**config.mk**
```make
export PLATFORM = sky130hd
export DESIGN_NAME = rxpol_corrector
export DESIGN_NICKNAME = d
export VERILOG_FILES = /design/src/rtl/rxpol_pkg.sv /design/src/rtl/rxpol_link_track.sv /design/src/rtl/rxpol_dlm_arbiter.sv /design/src/rtl/rxpol_corrector.sv
export SDC_FILE = /design/constraint.sdc
export NUM_CORES = 1
export LEC_CHECK = 0
export BUFFER_PORTS_ARGS = -buffer_cell sky130_fd_sc_hd__buf_2
export CORE_UTILIZATION = 40
export DETAILED_ROUTE_END_ITERATION = 8
export HOLD_SLACK_MARGIN = 0.06
export PLACE_DENSITY = 0.67
export SLEW_MARGIN = 40
export SYNTH_ARGS = -nofsm -noshare
export SYNTH_HDL_FRONTEND = slang
export SYNTH_SLANG_ARGS = --single-unit
```
**constraint.sdc**
```tcl
create_clock -name clk -period 4.1 [get_ports clk]
set_clock_uncertainty 0.1 [all_clocks]
set_input_delay 0.205 -clock clk [delete_from_list [all_inputs] [get_ports clk]]
set_output_delay 0.205 -clock clk [all_outputs]
set_load 0.05 [all_outputs]
```
**src/rtl/rxpol_pkg.sv**
```systemverilog
package rxpol_pkg;
  typedef enum logic [1:0] {
    DLM_NONE = 2'd0,
    DLM_ONE  = 2'd1,
    DLM_LOCK = 2'd2
  } dlm_state_e;
endpackage

```
**src/rtl/rxpol_link_track.sv**
```systemverilog
module rxpol_link_track #(
  parameter int PULSES_TO_PASS = 5,
  localparam int CNT_W = $clog2(PULSES_TO_PASS + 1)
) (
  input  logic clk,
  input  logic rst_n,
  input  logic link_fail,
  input  logic lp_valid,
  input  logic lp_neg,
  output logic link_up,
  output logic pass_evt,
  output logic pass_neg
);
  logic [CNT_W-1:0] cnt_q, cnt_nxt;
  logic             last_neg_q;
  logic             up_q;
  logic             hit, same;

  assign hit      = lp_valid && !up_q && !link_fail;
  assign same     = (cnt_q != '0) && (lp_neg == last_neg_q);
  assign cnt_nxt  = same ? cnt_q + CNT_W'(1) : CNT_W'(1);
  assign pass_evt = hit && (cnt_nxt == CNT_W'(PULSES_TO_PASS));
  assign pass_neg = lp_neg;
  assign link_up  = up_q;

  always_ff @(posedge clk) begin
    if (!rst_n || link_fail) begin
      up_q       <= 1'b0;
      cnt_q      <= '0;
      last_neg_q <= 1'b0;
    end else if (hit) begin
      last_neg_q <= lp_neg;
      if (pass_evt) begin
        up_q  <= 1'b1;
        cnt_q <= '0;
      end else begin
        cnt_q <= cnt_nxt;
      end
    end
  end

  // link fail always takes link down
  assert_fail_drops_link_R8: assert property (@(posedge clk) disable iff (!rst_n)
    link_fail |=> !up_q);
  // link comes up only on a link pulse
  assert_pass_needs_pulse_R2: assert property (@(posedge clk) disable iff (!rst_n)
    $rose(up_q) |-> $past(lp_valid));
endmodule

```
**src/rtl/rxpol_dlm_arbiter.sv**
```systemverilog
module rxpol_dlm_arbiter
  import rxpol_pkg::*;
(
  input  logic clk,
  input  logic rst_n,
  input  logic link_fail,
  input  logic link_up,
  input  logic eop_valid,
  input  logic eop_ok,
  input  logic eop_neg,
  output logic set_evt,
  output logic set_neg,
  output logic locked
);
  dlm_state_e st_q, st_d;
  logic       last_q, last_d;
  logic       take;

  assign take    = eop_valid && eop_ok && link_up && !link_fail;
  assign set_neg = eop_neg;
  assign locked  = (st_q == DLM_LOCK);

  always_comb begin
    st_d    = st_q;
    last_d  = last_q;
    set_evt = 1'b0;
    if (take) begin
      unique case (st_q)
        DLM_NONE: begin
          set_evt = 1'b1;
          last_d  = eop_neg;
          st_d    = DLM_ONE;
        end
        DLM_ONE: begin
          if (eop_neg == last_q) begin
            st_d = DLM_LOCK;
          end else begin
            set_evt = 1'b1;
            last_d  = eop_neg;
          end
        end
        default: st_d = st_q;
      endcase
    end
  end

  always_ff @(posedge clk) begin
    if (!rst_n || link_fail) begin
      st_q   <= DLM_NONE;
      last_q <= 1'b0;
    end else begin
      st_q   <= st_d;
      last_q <= last_d;
    end
  end

  // an invalid delimiter leaves the agreement state alone
  assert_invalid_dlm_inert_R7: assert property (@(posedge clk) disable iff (!rst_n)
    (eop_valid && !eop_ok && !link_fail) |=> ($stable(st_q) && $stable(last_q)));
  // lock persists until link fail
  assert_lock_holds_R6: assert property (@(posedge clk) disable iff (!rst_n)
    (locked && !link_fail) |=> locked);
  // no delimiter progress while link down
  assert_down_ignores_dlm_R9: assert property (@(posedge clk) disable iff (!rst_n)
    (!link_up && !link_fail && st_q == DLM_NONE) |=> (st_q == DLM_NONE));
endmodule

```
**src/rtl/rxpol_corrector.sv**
```systemverilog
module rxpol_corrector #(
  parameter int PULSES_TO_PASS = 5
) (
  input  logic clk,
  input  logic rst_n,
  input  logic corr_strap_n_i,
  input  logic link_fail_i,
  input  logic lp_valid_i,
  input  logic lp_neg_i,
  input  logic eop_valid_i,
  input  logic eop_dlm_ok_i,
  input  logic eop_dlm_neg_i,
  input  logic rx_bit_i,
  output logic rx_bit_o,
  output logic invert_o,
  output logic pol_ok_n_o,
  output logic pol_chg_o
);
  logic link_up, pass_evt, pass_neg;
  logic set_evt, set_neg, locked;
  logic inv_q, inv_d, chg_q;

  rxpol_link_track #(.PULSES_TO_PASS(PULSES_TO_PASS)) link_i (
    .clk      (clk),
    .rst_n    (rst_n),
    .link_fail(link_fail_i),
    .lp_valid (lp_valid_i),
    .lp_neg   (lp_neg_i),
    .link_up  (link_up),
    .pass_evt (pass_evt),
    .pass_neg (pass_neg)
  );

  rxpol_dlm_arbiter dlm_i (
    .clk      (clk),
    .rst_n    (rst_n),
    .link_fail(link_fail_i),
    .link_up  (link_up),
    .eop_valid(eop_valid_i),
    .eop_ok   (eop_dlm_ok_i),
    .eop_neg  (eop_dlm_neg_i),
    .set_evt  (set_evt),
    .set_neg  (set_neg),
    .locked   (locked)
  );

  always_comb begin
    inv_d = inv_q;
    if (link_fail_i) inv_d = inv_q;
    else if (set_evt) inv_d = set_neg;
    else if (pass_evt) inv_d = pass_neg;
  end

  always_ff @(posedge clk) begin
    if (!rst_n) begin
      inv_q <= 1'b0;
      chg_q <= 1'b0;
    end else begin
      inv_q <= inv_d;
      chg_q <= (inv_d != inv_q);
    end
  end

  assign invert_o   = inv_q && corr_strap_n_i;
  assign pol_ok_n_o = invert_o;
  assign rx_bit_o   = rx_bit_i ^ invert_o;
  assign pol_chg_o  = chg_q;

  // no event, no change of decision
  assert_quiet_stable_R12: assert property (@(posedge clk) disable iff (!rst_n)
    (!lp_valid_i && !eop_valid_i) |=> $stable(inv_q));
  // a locked decision is frozen
  assert_locked_frozen_R6: assert property (@(posedge clk) disable iff (!rst_n)
    (locked && !link_fail_i) |=> $stable(inv_q));
  // link pulses while link up never move the decision
  assert_up_pulse_inert_R3: assert property (@(posedge clk) disable iff (!rst_n)
    (link_up && lp_valid_i && !eop_valid_i) |=> $stable(inv_q));
endmodule

```
==> run summary, run 1 <==
STATUS
-------------------------------------------------------------------------------------------------
Status                                                                               complete, no violations

FINAL LAYOUT
-------------------------------------------------------------------------------------------------
Post-layout utilization of the core                                                        51.44%
Layout-stage area growth over the synthesis result                                         19.15%
Commonest non-fill, non-tap cell in the layout                                       sky130_fd_sc_hd__buf_2
Area taken by multi-input logic gates                                                   334.1 µm²
Net count reported at finish                                                                   97
Reg area                                                                                200.2 µm²
Highest-count cells in the layout ignoring fill and taps                             13 x sky130_fd_sc_hd__buf_2, 10 x sky130_fd_sc_hd__dfxtp_1, 8 x sky130_fd_sc_hd__nand2_1
Layout cell share with drive strength beyond 1                                             23.81%
Number of antenna cells inserted                                                                0
Number of inserted filler cells in the final layout                                           139

CRITICAL PATH
-------------------------------------------------------------------------------------------------
Worst R2R Start                                                                      link_i.cnt_q[0]$_SDFFE_PP0P_
CP Data Required Time                                                                     4190 ps
Worst setup SP type                                                                      register
FF-to-FF setup slack                                                                      2040 ps
Data arrival time of the critical path                                                    2150 ps
Largest fanout on the critical path                                                             6
Worst Reg2Reg Path Length in Cells                                                              6
Startpoint-to-endpoint class of the critical path                                      reg -> reg
Reg-to-reg endpoint                                                                  pol_chg_o$_SDFF_PN0_
Kind of end point of the critical path                                                   register

YOSYS
-------------------------------------------------------------------------------------------------
Sequential cell area fraction in the yosys report                                          35.63%
Total number of yosys warnings                                                                  0
Number of distinct library cell variants in the gate-level netlist after synthesis             30
Share of synthesized flip-flops with an asynchronous set or reset                              0%
Mean area per synthesized cell                                                          8.142 µm²
Synthesized instance count                                                                     69
Most instantiated flip-flop cell in the synthesis netlist                            sky130_fd_sc_hd__dfxtp_1
Post-synth EDFFs                                                                                0
Synthesized flop and latch total                                                               10
Number of nets in the synthesized netlist                                                      81
Syn Std Cell Area                                                                       561.8 µm²

PWR
-------------------------------------------------------------------------------------------------
Overall power                                                                         0.0002056 W
Switching Power                                                                      0.00004699 W
Leakage power                                                                           0.2559 nW
Total internal power                                                                  0.0001586 W
VDD IR-drop max                                                                         0.2073 mV
Clock share of power                                                                        43.9%
Logic gate share of total power                                                              8.3%
Sequential Power Share                                                                      47.8%
Switching fraction of total power                                                          22.86%
Total power density per cell area                                                    307.2 nW/µm²

FLOORPLANNING
-------------------------------------------------------------------------------------------------
Starting density of the core                                                               43.17%
Core region area                                                                         1301 µm²
Die extent in x                                                                          39.48 µm
Die Outline Area                                                                         1558 µm²
Num rows                                                                                       13
Number of top-level design ports                                                               14
Die boundary height                                                                      39.48 µm

GLOBAL ROUTING
-------------------------------------------------------------------------------------------------
Wire length of the first global-routing pass                                              1711 µm
Antenna violations before repair                                                                0
Final global-route overflow total                                                               0
Vias in the first global route                                                                447
Pin count of the biggest net entering global routing                                           10
All-layer global routing usage                                                             17.04%

DRT
-------------------------------------------------------------------------------------------------
Total via count after detailed routing                                                        509
Number of vias per cell after detailed routing                                              5.141
Initial DRT Pass Iterations                                                                     2
Starting DRC count in detailed routing                                                          2
Wirelength per Cell                                                                      10.36 µm
Remaining number of nets flagged by the antenna check after routing                             0
Drt drc                                                                                         0
WL final                                                                                  1026 µm

CLOCK TREE
-------------------------------------------------------------------------------------------------
Number of buffers on the longest clock path                                                     2
Post-cts sizing count                                                                           0
Total number of H-tree levels                                                                   1
Root Buffer                                                                          sky130_fd_sc_hd__clkbuf_4
Hold buffer count at CTS                                                                        0
Clock Latency Late Sink                                                                    270 ps
Number of clock buffers inserted by TritonCTS                                                   3
CTS tree                                                                                     done
Clock slew at the register clock pins of the worst setup and hold paths                     70 ps
Number of clock sinks                                                                          10
Count of buffers added by post-CTS timing repair for setup                                      0

TIMING
-------------------------------------------------------------------------------------------------
Tmin final                                                                                2065 ps
Total negative setup slack                                                                   0 ps
Number of setup violations in the final report                                                  0
Number of endpoints with negative hold slack in the final report                                0
Final Max Slew Viols                                                                            0
Worst slew slack as a fraction of its limit                                                74.28%
Unrepaired setup endpoints after global routing                                                no
Fin Hold WS                                                                              106.9 ps
Share of the clock period used by the worst path                                           50.36%
Worst slew pin tran                                                                      384.4 ps
Fmax achieved                                                                          0.4843 GHz

MIN PATH
-------------------------------------------------------------------------------------------------
Hold wc startpoint                                                                       lp_neg_i
Worst Hold End                                                                       link_i.last_neg_q$_SDFFE_PP0P_
Worst hold stages                                                                               3
Type of the tightest min-delay check                                                    in -> reg

PLACEMENT
-------------------------------------------------------------------------------------------------
Number of buffer cells added on primary ports                                                  13
Detail Placement HPWL                                                                    788.3 µm
Final weighted congestion of routability-driven global placement                           0.7597

FLOW RUN
-------------------------------------------------------------------------------------------------
Max-Cap Viols                                                                                   0

==> synthesized netlist by cell type (2+ instances only) <==
| master | instances | area, µm² |
|---|---|---|
| sky130_fd_sc_hd__a31oi_1 | 2 | 12.51 |
| sky130_fd_sc_hd__inv_1 | 4 | 15.01 |
| sky130_fd_sc_hd__dfxtp_1 | 10 | 200.2 |
| sky130_fd_sc_hd__xnor2_1 | 2 | 17.52 |
| sky130_fd_sc_hd__nor2_1 | 6 | 22.52 |
| sky130_fd_sc_hd__nand2_1 | 8 | 30.03 |
| sky130_fd_sc_hd__o21ai_0 | 3 | 15.01 |
| sky130_fd_sc_hd__ha_1 | 2 | 25.02 |
| sky130_fd_sc_hd__nand3_1 | 2 | 10.01 |
| sky130_fd_sc_hd__nor2b_1 | 2 | 12.51 |
| sky130_fd_sc_hd__xor2_1 | 2 | 17.52 |
| sky130_fd_sc_hd__nor3b_1 | 2 | 15.01 |
| sky130_fd_sc_hd__a21oi_1 | 6 | 30.03 |
| sky130_fd_sc_hd__nor3_1 | 2 | 10.01 |
==> layer usage <==
metal | up-vias | GRT usage [%] | wire (µm)
met5 | - | 0 | 0
met3 | 4 | 8.523 | 60
met4 | 0 | 10.34 | 23
met2 | 15 | 26.23 | 431
li1 | 275 | - | -
met1 | 215 | 18.31 | 510
==> registers in the layout, summed over array words and instances, names as in the netlist <==
name	flops
link_i.link_up	1
inv_q	1
link_i.last_neg_q	1
link_i.cnt_q	3
dlm_i.last_q	1
dlm_i.st_q	2
pol_chg_o	1
==> worst max-delay path, cell delays in order, from the launching register on <==
cell	delay, ps
sky130_fd_sc_hd__dfxtp_1	410
sky130_fd_sc_hd__inv_1	80
sky130_fd_sc_hd__ha_1	180
sky130_fd_sc_hd__nor2b_1	140
sky130_fd_sc_hd__or4_1	510
sky130_fd_sc_hd__or3_1	330
sky130_fd_sc_hd__a221oi_2	220
==> logic make-up (layout without fill, tap and decap cells) <==
family | Yosys count | in the layout | synth area share (%)
and+or+nand+nor | 29 | 29 | 26.73
AOI/OAI and AO/OA | 17 | 17 | 20.27
DFF | 10 | 10 | 35.63
buffers and inverters | 6 | 21 | 4.899
xor gates and xnor gates | 4 | 4 | 6.237
adders and majority gates | 2 | 2 | 4.454
muxes | 1 | 1 | 1.782
==> cell type report <==
type,instances,share of cell area (%)
Timing Repair Buffer,13,9.720
Tap cell,15,2.804
Inverter,4,2.243
Clock buffer,4,5.421
Multi-Input combinational cell,53,49.91
Sequential cell,10,29.91
==> how the worst max path moves through the flow <==
stage | from | end | slack, ps | depth (start not counted)
2_1_floorplan | link_i.cnt_q[0]$_SDFFE_PP0P_ | pol_chg_o$_SDFF_PN0_ | 2130 | 6
3_3_place_gp | link_i.cnt_q[0]$_SDFFE_PP0P_ | pol_chg_o$_SDFF_PN0_ | 2080 | 6
3_5_place_dp | link_i.cnt_q[0]$_SDFFE_PP0P_ | pol_chg_o$_SDFF_PN0_ | 2060 | 6
4_1_cts | link_i.cnt_q[0]$_SDFFE_PP0P_ | pol_chg_o$_SDFF_PN0_ | 2030 | 6
5_1_grt | link_i.cnt_q[0]$_SDFFE_PP0P_ | pol_chg_o$_SDFF_PN0_ | 1940 | 6
6_report | link_i.cnt_q[0]$_SDFFE_PP0P_ | pol_chg_o$_SDFF_PN0_ | 2040 | 6
==> power by group through the flow <==
| stage | sequential [W] | combinational [W] | clock [W] |
|---|---|---|---|
| 6_report | 0.0000982 | 0.0000170 | 0.0000904 |
| 5_1_grt | 0.0000982 | 0.0000190 | 0.0000984 |
| 4_1_cts | 0.0000982 | 0.0000172 | 0.0000944 |
| 3_5_place_dp | 0.000100 | 0.0000170 | 0 |
| 3_3_place_gp | 0.000100 | 0.0000168 | 0 |
| 2_1_floorplan | 0.000100 | 0.00000994 | 0 |
==> metrics by stage <==
step | instance area (µm²) | std cells | setup slack [ps]
2_1_floorplan | 561.8 | 69 | 2132
3_3_place_gp | 633.1 | 95 | 2082
3_5_place_dp | 633.1 | 95 | 2056
4_1_cts | 669.4 | 99 | 2029
5_1_grt | 669.4 | 99 | 1936
6_report | 669.4 | 99 | 2035
Note: power is estimated with default switching activity, not from simulation.
==> run 2, diff against run 1 <==
--- a/config.mk
+++ b/config.mk
@@ -9,7 +9,7 @@
 export CORE_UTILIZATION = 40
 export DETAILED_ROUTE_END_ITERATION = 8
 export HOLD_SLACK_MARGIN = 0.06
-export PLACE_DENSITY = 0.67
+export PLACE_DENSITY = 0.69
 export SLEW_MARGIN = 40
 export SYNTH_ARGS = -nofsm -noshare
 export SYNTH_HDL_FRONTEND = slang
==> constraint.sdc (replaced) <==
create_clock -name clk -period 1.7 [get_ports clk]
set_clock_uncertainty 0.1 [all_clocks]
set_input_delay 0.085 -clock clk [delete_from_list [all_inputs] [get_ports clk]]
set_output_delay 0.085 -clock clk [all_outputs]
set_load 0.05 [all_outputs]
==> run 2 against run 1 <==
Compared with the run above:
- the flow now finishes with violations (setup timing)
- combinational power grew to 3.8 times the previous value
- worst hold slack lost 38 ps
- sequential cell count stayed put
- non-clock buffer count rose by 14
- cell count rose by 13%
- setup slack got worse by 2200 ps
- clock-buffer cell count is 1 lower
- register-to-register slack worse by 2200 ps
- global-route usage rose by 2.0 points
- maximum frequency is 8.0% higher
- wire length grew 30%
==> run summary, run 2 (synthesized netlist as in run 1, its figures left out) <==
PWR
--------------------------------------------------------------------------------------
Total power density per cell area                                         567.6 nW/µm²   was 307.2 nW/µm²
Total internal power                                                       0.0003501 W   was 0.0001586 W
Clock share of power                                                             35.2%   was 43.9%
Switching Power                                                            0.0001143 W   was 0.00004699 W
VDD IR-drop max                                                              0.3005 mV   was 0.2073 mV
Switching fraction of total power                                               24.61%   was 22.86%
Logic gate share of total power                                                  13.9%   was 8.3%
Leakage power                                                                0.3345 nW   was 0.2559 nW
Overall power                                                              0.0004644 W   was 0.0002056 W
Sequential Power Share                                                           50.9%   was 47.8%

FLOORPLANNING
--------------------------------------------------------------------------------------
Number of top-level design ports                                                    14   unchanged
Core region area                                                              1301 µm²   unchanged
Die extent in x                                                               39.48 µm   unchanged
Die boundary height                                                           39.48 µm   unchanged
Die Outline Area                                                              1558 µm²   unchanged
Num rows                                                                            13   unchanged
Starting density of the core                                                    43.17%   unchanged

MIN PATH
--------------------------------------------------------------------------------------
Hold wc startpoint                                                            lp_neg_i   unchanged
Worst Hold End                                                            pol_chg_o$_SDFF_PN0_   was link_i.last_neg_q$_SDFFE_PP0P_
Type of the tightest min-delay check                                         in -> reg   unchanged
Worst hold stages                                                                    3   unchanged

CRITICAL PATH
--------------------------------------------------------------------------------------
CP startpoint                                                             link_i.cnt_q[0]$_SDFFE_PP0P_   unchanged
Reg-to-reg endpoint                                                       pol_chg_o$_SDFF_PN0_   unchanged
FF-to-FF setup slack                                                           -210 ps   was 2040 ps
Startpoint-to-endpoint class of the critical path                           reg -> reg   unchanged
Slowest-stage cell, CP                                                    sky130_fd_sc_hd__or4_4   was sky130_fd_sc_hd__or4_1
Worst setup SP type                                                           register   unchanged
Worst R2R Start                                                           link_i.cnt_q[0]$_SDFFE_PP0P_   unchanged
Biggest cell delay along the critical path                                      510 ps   about the same
Largest fanout on the critical path                                                  2   was 6
Worst Reg2Reg Path Length in Cells                                                   6   unchanged
Data arrival time of the critical path                                         1990 ps   was 2150 ps
Kind of end point of the critical path                                        register   unchanged
CP Data Required Time                                                          1780 ps   was 4190 ps
Ordered cell list for the critical path                                   inv_2 > ha_4 > nor2b_4 > or4_4 > or3_4 > a221oi_2   was inv_1 > ha_1 > nor2b_1 > or4_1 > or3_1 > a221oi_2

GLOBAL ROUTING
--------------------------------------------------------------------------------------
Vias in the first global route                                                     488   was 447
Top Usage Layer GRT                                                               met2   unchanged
M1 GR Usage                                                                     22.34%   was 18.31%
Wire length of the first global-routing pass                                   1925 µm   was 1711 µm
Final global-route overflow total                                                    0   unchanged
Met3 layer usage reported by global route                                       3.409%   was 8.523%
Antenna violations before repair                                                     0   unchanged
Pin count of the biggest net entering global routing                                10   unchanged
All-layer global routing usage                                                  19.01%   was 17.04%
Global-route met2 utilization                                                   30.74%   was 26.23%

PLACEMENT
--------------------------------------------------------------------------------------
Final weighted congestion of routability-driven global placement                0.7782   was 0.7597
Detail Placement HPWL                                                         962.6 µm   was 788.3 µm
Placed cell areas                                                            724.4 µm²   was 633.1 µm²
Number of buffer cells added on primary ports                                       13   unchanged

CLOCK TREE
--------------------------------------------------------------------------------------
Root Buffer                                                               sky130_fd_sc_hd__clkbuf_4   unchanged
Number of clock sinks                                                               10   unchanged
Total number of H-tree levels                                                        1   unchanged
CTS tree                                                                          done   unchanged
Count of buffers added by post-CTS timing repair for setup                           0   unchanged
Clock Latency Late Sink                                                         270 ps   about the same
Clock slew at the register clock pins of the worst setup and hold paths          60 ps   was 70 ps
Number of clock buffers inserted by TritonCTS                                        3   unchanged
Number of buffers on the longest clock path                                          2   unchanged

TIMING
--------------------------------------------------------------------------------------
Number of endpoints with negative hold slack in the final report                     0   unchanged
Unrepaired setup endpoints after global routing                                    yes   was no
Final Max Slew Viols                                                                 0   unchanged
Fin Hold WS                                                                   69.23 ps   was 106.9 ps
Fmax achieved                                                               0.5233 GHz   was 0.4843 GHz
Worst slew slack as a fraction of its limit                                     74.76%   was 74.28%
Number of setup violations in the final report                                       1   was 0
Total negative setup slack                                                   -211.1 ps   was 0 ps
Worst Setup Slack, final                                                     -211.1 ps   was 2035 ps
Tmin final                                                                     1911 ps   was 2065 ps
Share of the clock period used by the worst path                                112.4%   was 50.36%
Worst slew pin tran                                                           377.2 ps   was 384.4 ps

DRT
--------------------------------------------------------------------------------------
Number of vias per cell after detailed routing                                   5.188   was 5.141
Wirelength per Cell                                                           11.89 µm   was 10.36 µm
Initial DRT Pass Iterations                                                          4   was 2
Starting DRC count in detailed routing                                              16   was 2
Total via count after detailed routing                                             581   was 509
WL final                                                                       1332 µm   was 1026 µm
Remaining number of nets flagged by the antenna check after routing                  0   unchanged
Drt drc                                                                              0   unchanged

FINAL LAYOUT
--------------------------------------------------------------------------------------
Net count reported at finish                                                       111   was 97
Area taken by multi-input logic gates                                        381.6 µm²   was 334.1 µm²
Cell area after layout                                                       818.3 µm²   was 669.4 µm²
Top register by number of flip-flops                                      link_i.cnt_q   unchanged
Layout cell share with drive strength beyond 1                                  42.27%   was 23.81%
Post-layout utilization of the core                                             62.88%   was 51.44%
Registers with the most flip-flops                                        link_i.cnt_q: 3 flops, dlm_i.st_q: 2 flops   unchanged
Flip-flop count of the largest register, all copies and words added                  3   unchanged
Number of antenna cells inserted                                                     0   unchanged
Number of inserted filler cells in the final layout                                113   was 139
Reg area                                                                     202.7 µm²   was 200.2 µm²
Highest-count cells in the layout ignoring fill and taps                  13 x sky130_fd_sc_hd__buf_2, 11 x sky130_fd_sc_hd__buf_4, 8 x sky130_fd_sc_hd__nand2_1, 8 x sky130_fd_sc_hd__dfxtp_1   was 13 x sky130_fd_sc_hd__buf_2, 10 x sky130_fd_sc_hd__dfxtp_1, 8 x sky130_fd_sc_hd__nand2_1
Commonest non-fill, non-tap cell in the layout                            sky130_fd_sc_hd__buf_2   unchanged
Layout-stage area growth over the synthesis result                              45.66%   was 19.15%

FLOW RUN
--------------------------------------------------------------------------------------
Max-Cap Viols                                                                        0   unchanged

STATUS
--------------------------------------------------------------------------------------
Status                                                                    finished, violations left   was complete, no violations
Violations in the final reports                                           setup timing

[run 2: cell count changes in the layout (fill, tap and decap cells not counted), sizes merged]
cell and delta:
dlygate4sd3 +3, clkbuf -1, buf +11
[run 2: layout make-up]
type                       count  share of cell area, %
clock buffer                   3                  2.752
multi-input combinational     53                  46.64
tap                           15                  2.294
inverter                       4                  1.835
timing repair buffer          27                  21.71
sequential                    10                  24.77
[run 2: what timing repair did]
action,4_1_cts,5_1_grt
cloned,0,0
resized for setup,1,10
endpoints found under the setup margin,2,3
pin swaps,0,3
hold buffers,3,0
hold endpoints to repair,3,0
[run 2: power groups by stage]
stage          sequential (W)  combinational (W)  clock [W]
4_1_cts              0.000236          0.0000604   0.000166
2_1_floorplan        0.000242          0.0000244          0
3_3_place_gp         0.000242          0.0000535          0
5_1_grt              0.000237          0.0000698   0.000174
3_5_place_dp         0.000242          0.0000543          0
6_report             0.000237          0.0000644   0.000164
[run 2: stage by stage]
stage                     instances  setup WS (ps)
after CTS                       112         -248.3
after detailed placement        106         -229.9
after global routing            112         -262.1
final                           112         -211.1
after floorplan                  69         -231.8
after global placement          106         -191.8
[run 2: worst max-delay path by stage]
stage                           endpoint  cells after the start
floorplan           pol_chg_o$_SDFF_PN0_                      5
detailed placement  pol_chg_o$_SDFF_PN0_                      6
global placement    pol_chg_o$_SDFF_PN0_                      6
finish              pol_chg_o$_SDFF_PN0_                      6
global route        pol_chg_o$_SDFF_PN0_                      6
CTS                 pol_chg_o$_SDFF_PN0_                      6
[run 2: per-layer routing]
layer	wire, µm	vias up
met1	613	261
met3	48	5
met5	0	-
met4	29	0
met2	640	17
li1	-	298
[run 2: worst max-delay path, delay by kind of cell (launching register included)]
family                   cells  cell delay [ps]
AND/OR/NAND/NOR              3             1010
buffers and inverters        1               50
adder cells (fa/ha/maj)      1              140
flip-flops                   1              330
AO/OA/AOI/OAI                1              200
